==> src/rtl/zsm_pkg.sv <==
package zsm_pkg;
  parameter int WIN   = 9;
  parameter int DW    = 8;
  parameter int LANES = 4;

  localparam int IDXW  = $clog2(WIN);
  localparam int CNTW  = $clog2(LANES + 1);
  localparam int LANEW = $clog2(LANES);

  typedef struct packed {
    logic           loadWin;
    logic [WIN-1:0] pendMask;
  } ctlStrb_t;
endpackage

==> src/rtl/zsm_ctrl.sv <==
module zsm_ctrl
  import zsm_pkg::*;
(
  input  logic           clk,
  input  logic           rstN,
  input  logic           inValid,
  input  logic [WIN-1:0] actMask,
  input  logic [WIN-1:0] wgtMask,
  input  logic [WIN-1:0] issuedMask,
  output logic           inReady,
  output ctlStrb_t       strb
);
  logic [WIN-1:0] pendMask;
  logic [WIN-1:0] remainMask;

  assign remainMask    = pendMask & ~issuedMask;
  assign inReady       = (remainMask == '0);
  assign strb.loadWin  = inValid && inReady;
  assign strb.pendMask = pendMask;

  always_ff @(posedge clk) begin
    if (!rstN)             pendMask <= '0;
    else if (strb.loadWin) pendMask <= actMask & wgtMask;
    else                   pendMask <= remainMask;
  end


  no_growth_chk: assert property (@(posedge clk) disable iff (!rstN)
    !strb.loadWin |=> ((pendMask & ~$past(pendMask)) == '0));


  hold_while_busy_chk: assert property (@(posedge clk) disable iff (!rstN)
    (!inReady && inValid) |=> (pendMask != '0));
endmodule

==> src/rtl/zsm_dpath.sv <==
module zsm_dpath
  import zsm_pkg::*;
(
  input  logic                  clk,
  input  logic                  rstN,
  input  ctlStrb_t              strb,
  input  logic [WIN*DW-1:0]     inAct,
  input  logic [WIN*DW-1:0]     inWgt,
  output logic [WIN-1:0]        issuedMask,
  output logic [LANES-1:0]      laneValid,
  output logic [LANES*DW-1:0]   laneAct,
  output logic [LANES*DW-1:0]   laneWgt,
  output logic [LANES*IDXW-1:0] laneIdx,
  output logic [CNTW-1:0]       laneCount
);
  logic [DW-1:0]   actReg [WIN];
  logic [DW-1:0]   wgtReg [WIN];
  logic [IDXW-1:0] pickIdx [LANES];

  generate
    for (genvar e = 0; e < WIN; e++) begin : g_elem
      always_ff @(posedge clk) begin
        if (!rstN) begin
          actReg[e] <= '0;
          wgtReg[e] <= '0;
        end else if (strb.loadWin) begin
          actReg[e] <= inAct[e*DW +: DW];
          wgtReg[e] <= inWgt[e*DW +: DW];
        end
      end
    end
  endgenerate

  // Lowest-first priority pick of up to LANES pending positions
  always_comb begin
    logic [CNTW-1:0] cnt;
    cnt        = '0;
    laneValid  = '0;
    issuedMask = '0;
    for (int l = 0; l < LANES; l++) pickIdx[l] = '0;
    for (int i = 0; i < WIN; i++) begin
      if (strb.pendMask[i] && (cnt < CNTW'(LANES))) begin
        pickIdx[cnt[LANEW-1:0]]   = IDXW'(i);
        laneValid[cnt[LANEW-1:0]] = 1'b1;
        issuedMask[i]             = 1'b1;
        cnt                       = cnt + 1'b1;
      end
    end
    laneCount = cnt;
  end

  generate
    for (genvar l = 0; l < LANES; l++) begin : g_lane
      assign laneIdx[l*IDXW +: IDXW] = pickIdx[l];
      assign laneAct[l*DW +: DW] = laneValid[l] ? actReg[pickIdx[l]] : '0;
      assign laneWgt[l*DW +: DW] = laneValid[l] ? wgtReg[pickIdx[l]] : '0;


      match_chk: assert property (@(posedge clk) disable iff (!rstN)
        laneValid[l] |-> (pickIdx[l] < IDXW'(WIN)) && strb.pendMask[pickIdx[l]]);


      idle_zero_chk: assert property (@(posedge clk) disable iff (!rstN)
        !laneValid[l] |-> (laneIdx[l*IDXW +: IDXW] == '0) &&
                          (laneAct[l*DW +: DW] == '0) && (laneWgt[l*DW +: DW] == '0));

      if (l > 0) begin : g_ord

        order_chk: assert property (@(posedge clk) disable iff (!rstN)
          laneValid[l] |-> laneValid[l-1] && (pickIdx[l] > pickIdx[l-1]));
      end
    end
  endgenerate


  thermo_chk: assert property (@(posedge clk) disable iff (!rstN)
    $onehot0({1'b0, laneValid} + 1'b1));


  count_chk: assert property (@(posedge clk) disable iff (!rstN)
    laneCount == CNTW'($countones(laneValid)));


  empty_chk: assert property (@(posedge clk) disable iff (!rstN)
    (strb.pendMask == '0) |-> (laneValid == '0));
endmodule

==> src/rtl/zsm_matcher.sv <==
module zsm_matcher
  import zsm_pkg::*;
(
  input  logic                  clk,
  input  logic                  rstN,
  input  logic                  inValid,
  output logic                  inReady,
  input  logic [WIN*DW-1:0]     inAct,
  input  logic [WIN*DW-1:0]     inWgt,
  input  logic [WIN-1:0]        inActMask,
  input  logic [WIN-1:0]        inWgtMask,
  output logic [LANES-1:0]      laneValid,
  output logic [LANES*DW-1:0]   laneAct,
  output logic [LANES*DW-1:0]   laneWgt,
  output logic [LANES*IDXW-1:0] laneIdx,
  output logic [CNTW-1:0]       laneCount
);
  ctlStrb_t       strb;
  logic [WIN-1:0] issuedMask;

  zsm_ctrl u_ctrl (
    .clk(clk), .rstN(rstN), .inValid(inValid),
    .actMask(inActMask), .wgtMask(inWgtMask),
    .issuedMask(issuedMask), .inReady(inReady), .strb(strb)
  );

  zsm_dpath u_dpath (
    .clk(clk), .rstN(rstN), .strb(strb),
    .inAct(inAct), .inWgt(inWgt), .issuedMask(issuedMask),
    .laneValid(laneValid), .laneAct(laneAct), .laneWgt(laneWgt),
    .laneIdx(laneIdx), .laneCount(laneCount)
  );


  first_issue_chk: assert property (@(posedge clk) disable iff (!rstN)
    (inValid && inReady && ((inActMask & inWgtMask) != '0)) |=> (laneValid[0] == 1'b1));
endmodule

==> config.mk <==
export PLATFORM = sky130hd
export DESIGN_NAME = zsm_matcher
export DESIGN_NICKNAME = d
export VERILOG_FILES = /design/src/rtl/zsm_pkg.sv /design/src/rtl/zsm_ctrl.sv /design/src/rtl/zsm_dpath.sv /design/src/rtl/zsm_matcher.sv
export SDC_FILE = /design/constraint.sdc
export NUM_CORES = 1
export LEC_CHECK = 0
export ABC_AREA = 0
export BUFFER_PORTS_ARGS = -buffer_cell sky130_fd_sc_hd__buf_4
export CELL_PAD_IN_SITES_DETAIL_PLACEMENT = 1
export CELL_PAD_IN_SITES_GLOBAL_PLACEMENT = 1
export CORE_ASPECT_RATIO = 2
export CORE_UTILIZATION = 42
export DETAILED_ROUTE_END_ITERATION = 10
export GPL_ROUTABILITY_DRIVEN = 0
export GPL_TIMING_DRIVEN = 1
export PLACE_DENSITY = 0.85
export SYNTH_ARGS = -nofsm -noshare
export SYNTH_HDL_FRONTEND = slang
export SYNTH_SLANG_ARGS = --single-unit
export TNS_END_PERCENT = 5
==> constraint.sdc <==
create_clock -name clk -period 10.2 [get_ports clk]
set_clock_uncertainty 0.1 [all_clocks]
set_input_delay 2.04 -clock clk [delete_from_list [all_inputs] [get_ports clk]]
set_output_delay 2.04 -clock clk [all_outputs]
set_load 0.02 [all_outputs]
==> flow_summary.ini, run 1 <==
[grt]
grt_overflow = 0
antenna_found_initial = 0
grtUsageMet1_pct = 33.3
use_met2_pct = 68.7
grt_pass1_vias = 12608
grt_max_degree = 148
grt_use_met3_pct = 8.52
grt_pass1_wl_mm = 77.0
busiest_layer = met2
grtUsageTotal_pct = 37.5

[worst_setup_path]
r2r_end = u_dpath.actReg[4][4]
worstPathRequired_ps = 8060
r2r_slack_ps = 3130
slowest_delay_ps = 670
slowest_stage = a21oi_1
r2r_cells = 23
worst_ep_arrival_time_ps = 7800
crit_type = flop to output port
reg2reg_from = u_ctrl.pendMask[0]
path_cells = inv_1 -> ha_1 -> and3_1 -> inv_2 -> ha_1 -> a32oi_4 -> nand2_1 -> nor2_1 -> mux2_2 -> ha_1 -> mux2_2 -> ha_1 -> nand2_1 -> and2_1 -> and2_1 -> mux2i_1 -> inv_1 -> ha_1 -> and3_1 -> nand2b_1 -> inv_2 -> a21oi_1 -> a31o_1 -> buf_4
worst_setup_path_end_kind = output port
endpoint = laneWgt[19]
worst_path_most_repeated_cell = ha_1
cp-start-kind = flop
crit_fanout = 17
startpoint = u_ctrl.pendMask[0]

[run]
maxCapViolations = 0

[sta]
hold_viol = 0
report.final.slew_viol_count = 0
setup-tns-final_ps = 0
relSlewSlack_pct = 18.8
rsz0062_at_grt = true
setup_slack_ps = 259
max_freq_ghz = 0.101
fin_crit_sh_pct = 97.5
finalSetupViolations = 0
post-route-min-period_ps = 9940
tightestPinTransition_ps = 1210

[cts]
cts_inserted_buffers = 17
cts_tree = yes
clk_latency_ps = 470
clk_pin_slew_worst_paths_ps = 60
cts_sinks = 153
hold_buffers = 0
clock-root-buffer = clkbuf_16
htreeDepth = 4
clockBufferDepth = 2

[synthesis]
ys_seq_area_share_pct = 38.0
synth_compound_area_share_pct = 22.0
ys.flop_type = edfxtp_1
yosys.area.top_type = edfxtp_1
synth-xor-area-share_pct = 0.433
syn_nets = 1464
synth_fa_ha_area_share_pct = 2.49
yosys_warnings = 0
synth-edff-count = 144
async_flop_share_pct = 0
syn_avg_cell_area_um2 = 9.28
syn_inst = 1276
yosys.cell_count.top_type = nand2_1
synthSimpleGateAreaFrac_pct = 21.1
muxShareOfSynthArea_pct = 9.91
synth_top_family_by_area = compound AO/OA/AOI/OAI gates
synth_commonest_cells = nand2_1, and2_1, edfxtp_1
synth_area_leaders = edfxtp_1, mux2i_1, and2_1
syn_area_um2 = 11800
synth-seq-cells = 153
ys_types = 70
synth_top_area_share_pct = 36.5

[finish]
nets = 1651
seq_area_um2 = 4510
areaGrowthSynthToFinish_pct = 21.6
stdcell_area_um2 = 14400
drive_above_1_share_pct = 24.3
final.fill_count = 3227
multiInputGateArea_um2 = 6710
diodes = 0
finalNonFillerCells = 1827
utilization_pct = 52.1

[routing]
antenna_left = 0
post_drt_wl_per_cell_um = 29.4
drt_pass1_iterations = 7
via_per_inst = 6.74
drtIter0Drc = 1422
wl_mm = 53.7
drcViolationCount = 0
num_vias = 12322

[placed_design]
dp.cells = 1796
dpl_cell_area_um2 = 13800
dp_hpwl_mm = 38.5
io_buffers = 252
post-place-ws_ps = 679

[floorplanning]
start_util_pct = 42.8
fp.dieW_um = 121
coreArea_um2 = 27700
rows = 86
die_h_um = 239
ioPinCount = 253
dieArea_um2 = 28900

[hold_path]
min_path_type = flop to flop

[status]
status = finished clean

[power]
power_density_nw_per_um2 = 128
vdd_ir_drop_max_v = 0.000134
power.leakage_nw = 6.01
-- area by class of cell --
class	instances	area share (%)
Clock buffer	17	2.95
Multi-Input combinational cell	991	46.5
Clock inverter	14	1.20
Tap cell	352	3.06
Inverter	27	0.756
Timing Repair Buffer	273	14.2
Sequential cell	153	31.3
-- per-stage QoR --
step	hold slack, ps	power (mW)
floorplan	435	0.986
global placement	476	1.15
detailed placement	504	1.16
CTS	516	1.82
global route	576	1.88
finish	519	1.84
-- flip-flops by register name, indices dropped and copies added (netlist names) --
name,cells
u_dpath.actReg,72
u_ctrl.pendMask,9
u_dpath.wgtReg,72
-- timing repair --
item                       CTS  global route
setup endpoints to repair    0            34
resized for setup            0             9
buffers inserted             0             0
-- critical path, delay by kind of cell, from the launching register on --
family	cells	cell delay, ps
and+or+nand+nor	8	2430
adders and majority gates	5	1430
buffers and inverters	5	860
DFF	1	420
AOI/OAI and AO/OA	3	1270
muxes	3	880
-- worst min path at each step --
stage	depth (start not counted)	slack, ps	endpoint	start
2_1_floorplan	2	440	u_ctrl.pendMask[7]	u_ctrl.pendMask[7]
3_3_place_gp	2	480	u_ctrl.pendMask[7]	u_ctrl.pendMask[7]
3_5_place_dp	2	500	u_ctrl.pendMask[7]	u_ctrl.pendMask[7]
4_1_cts	2	520	u_ctrl.pendMask[7]	u_ctrl.pendMask[7]
5_1_grt	2	580	u_ctrl.pendMask[8]	u_ctrl.pendMask[8]
6_report	2	520	u_ctrl.pendMask[7]	u_ctrl.pendMask[7]
-- layout by cell type, fill, tap and decap left out, types with 12 or more instances in the layout --
cell type  netlist  routed
a211oi_1        19      19
nor2b_1         12      12
o22ai_1         15      15
o21ai_0         26      26
a21oi_1         61      60
a221oi_1        16      14
a211o_1         33      32
buf_4           10     273
mux2i_1         97      97
o221ai_1        15      15
a31o_1          17      17
nand2_1        219     218
nor2_1          13      12
a32o_1          18      18
a31oi_1         33      33
clkbuf_16        0      17
inv_1           20      20
mux2_2          18      18
a22o_1          19      18
and2_1         153     152
o21a_1          17      17
and3_1          23      22
a221o_1         16      16
edfxtp_1       144     144
ha_1            22      21
nand3_1         58      58
-- per-layer routing --
layer	vias to the layer above	part of all wire, %
met5	-	0
met4	0	11
met3	368	6.5
met2	832	53
met1	6005	30
li1	5117	-
-- cell families after synthesis --
group	count (synthesis)
DFF	153
AOI/OAI and AO/OA	347
buffers and inverters	132
adders and majority gates	23
xor gates and xnor gates	5
and+or+nand+nor	501
muxes	115
-- power breakdown --
group | internal (mW) | switching, mW | total (mW)
registers | 0.727 | 0.0586 | 0.786
clock network | 0.384 | 0.282 | 0.665
logic | 0.156 | 0.232 | 0.388
Note: power is estimated with default switching activity, not from simulation.
==> inputs of run 2 (changes only) <==
--- a/config.mk
+++ b/config.mk
@@ -14,6 +14,7 @@
 export DETAILED_ROUTE_END_ITERATION = 10
 export GPL_ROUTABILITY_DRIVEN = 0
 export GPL_TIMING_DRIVEN = 1
+export MAX_ROUTING_LAYER = met4
 export PLACE_DENSITY = 0.85
 export SYNTH_ARGS = -nofsm -noshare
 export SYNTH_HDL_FRONTEND = slang
==> run 2 against run 1 <==
  * Fmax increased by 0.90%
  * Wire length decreased by 0.90%
  * Clock-buffer cell count unchanged
  * Clock power about the same
  * Utilization about the same
  * Critical endpoint is now laneWgt[11]
  * Largest cell class unchanged
==> flow_summary.ini, run 2 (synthesized netlist as in run 1, its figures left out) <==
[status]
status = finished clean

[worst_setup_path]
cp-start-kind = flop
worstPathRequired_ps = 8060
worst_setup_path_end_kind = output port
worst_ep_arrival_time_ps = 7710
crit_fanout = 21
crit_type = flop to output port

[grt]
antenna_found_initial = 0
grtUsageTotal_pct = 38.3
grt_pass1_wl_mm = 76.6
grt_max_degree = 148
grt_pass1_vias = 12650
grt_overflow = 0

[finish]
finalNonFillerCells = 1827
nets = 1651
stdcell_area_um2 = 14400
utilization_pct = 52.1
final_cell_mix = buf_4, nand2_1, and2_1
diodes = 0
top_regs = u_dpath.actReg (72), u_dpath.wgtReg (72), u_ctrl.pendMask (9)
drive_above_1_share_pct = 24.3
mostFrequentLayoutCell = buf_4
areaGrowthSynthToFinish_pct = 21.6

[placed_design]
dpl_cell_area_um2 = 13800
post-place-ws_ps = 679
dp_hpwl_mm = 38.5
dp.cells = 1796
io_buffers = 252

[sta]
setup_slack_ps = 348
max_freq_ghz = 0.102
tightestPinTransition_ps = 1210
rsz0062_at_grt = true
finalSetupViolations = 0
fin_crit_sh_pct = 96.6
report.final.slew_viol_count = 0
hold_viol = 0
post-route-min-period_ps = 9850
relSlewSlack_pct = 19.6

[power]
power.leakage_nw = 6.01
power_density_nw_per_um2 = 127
pwr-share-comb_pct = 21.0
p_sw_share_pct = 30.9
vdd_ir_drop_max_v = 0.000133
internal_power_mw = 1.27
p_seq_share_pct = 42.8
clockPowerShare_pct = 36.2
p_sw_mw = 0.566
power_mw = 1.83

[cts]
clockBufferDepth = 2
clock-root-buffer = clkbuf_16
postCtsResizedCells = 0
clk_pin_slew_worst_paths_ps = 60
htreeDepth = 4
clk_latency_ps = 470
post_cts_buffers = 0
cts_sinks = 153
cts_inserted_buffers = 17
cts_tree = yes
hold_buffers = 0

[floorplanning]
start_util_pct = 42.8
dieArea_um2 = 28900
ioPinCount = 253
coreArea_um2 = 27700
die_h_um = 239
fp.dieW_um = 121
rows = 86

[routing]
drcViolationCount = 0
post_drt_wl_per_cell_um = 29.1
wl_mm = 53.2
drtIter0Drc = 1193
num_vias = 12228
via_per_inst = 6.69
drt_pass1_iterations = 7
antenna_left = 0

[run]
maxCapViolations = 0

[hold_path]
min_path_type = flop to flop
-- run 2: cell counts in the layout (fill, tap and decap cells not counted) --
Identical to the previous run, type by type.
-- run 2: per-stage QoR --
step | hold WS (ps) | setup TNS, ps
2_1_floorplan | 435 | 0
3_3_place_gp | 476 | 0
3_5_place_dp | 504 | 0
4_1_cts | 516 | 0
5_1_grt | 576 | -103
6_report | 521 | 0
-- run 2: power groups by stage --
stage               Clock, mW  Combinational, mW  Sequential (mW)
global placement            0              0.359            0.792
finish                  0.663              0.385            0.785
detailed placement          0              0.368            0.793
floorplan                   0              0.219            0.767
global route            0.686              0.406            0.784
CTS                     0.665              0.371            0.780
-- run 2: area by class of cell --
cell class	count	area, um^2
clock buffer	17	425
timing repair buffer	273	2050
multi-input combinational	991	6700
inverter	27	109
tap	352	440
clock inverter	14	173
sequential	153	4510
fill	3227	13300
-- run 2: path summary, 6_finish.rpt --
kind	from	end	slack, ps	cells after the start
max reg2reg	u_ctrl.pendMask[0]	u_dpath.actReg[4][4]	3140	23
min reg2reg	u_ctrl.pendMask[7]	u_ctrl.pendMask[7]	520	2
max	u_ctrl.pendMask[0]	laneWgt[11]	350	26
min	u_ctrl.pendMask[7]	u_ctrl.pendMask[7]	520	2
-- run 2: worst max-delay path: stages (launching register included) --
cell and delay, ps:
dfxtp_1 420, inv_1 120, ha_1 480, and3_1 260
inv_2 80, ha_1 340, a32oi_4 380, nand2_1 200
nor2_1 180, mux2_2 400, ha_1 270, mux2_2 310
ha_1 190, nand2_1 190, and2_1 310, and2_1 250
xor2_1 170, ha_1 240, nand3_1 60, buf_4 270
inv_1 140, or2_1 550, inv_2 440, nand2_1 90
and3_1 190, o22ai_1 440, buf_4 250
-- run 2: routing by layer --
metal  vias to the layer above  track usage, %  routed length (um)
met1                      5935            32.9               15700
met3                       368            7.31                3250
li1                       5123               -                   -
met4                         0            35.9                5960
met5                         -               -                   0
met2                       802            68.3               28300
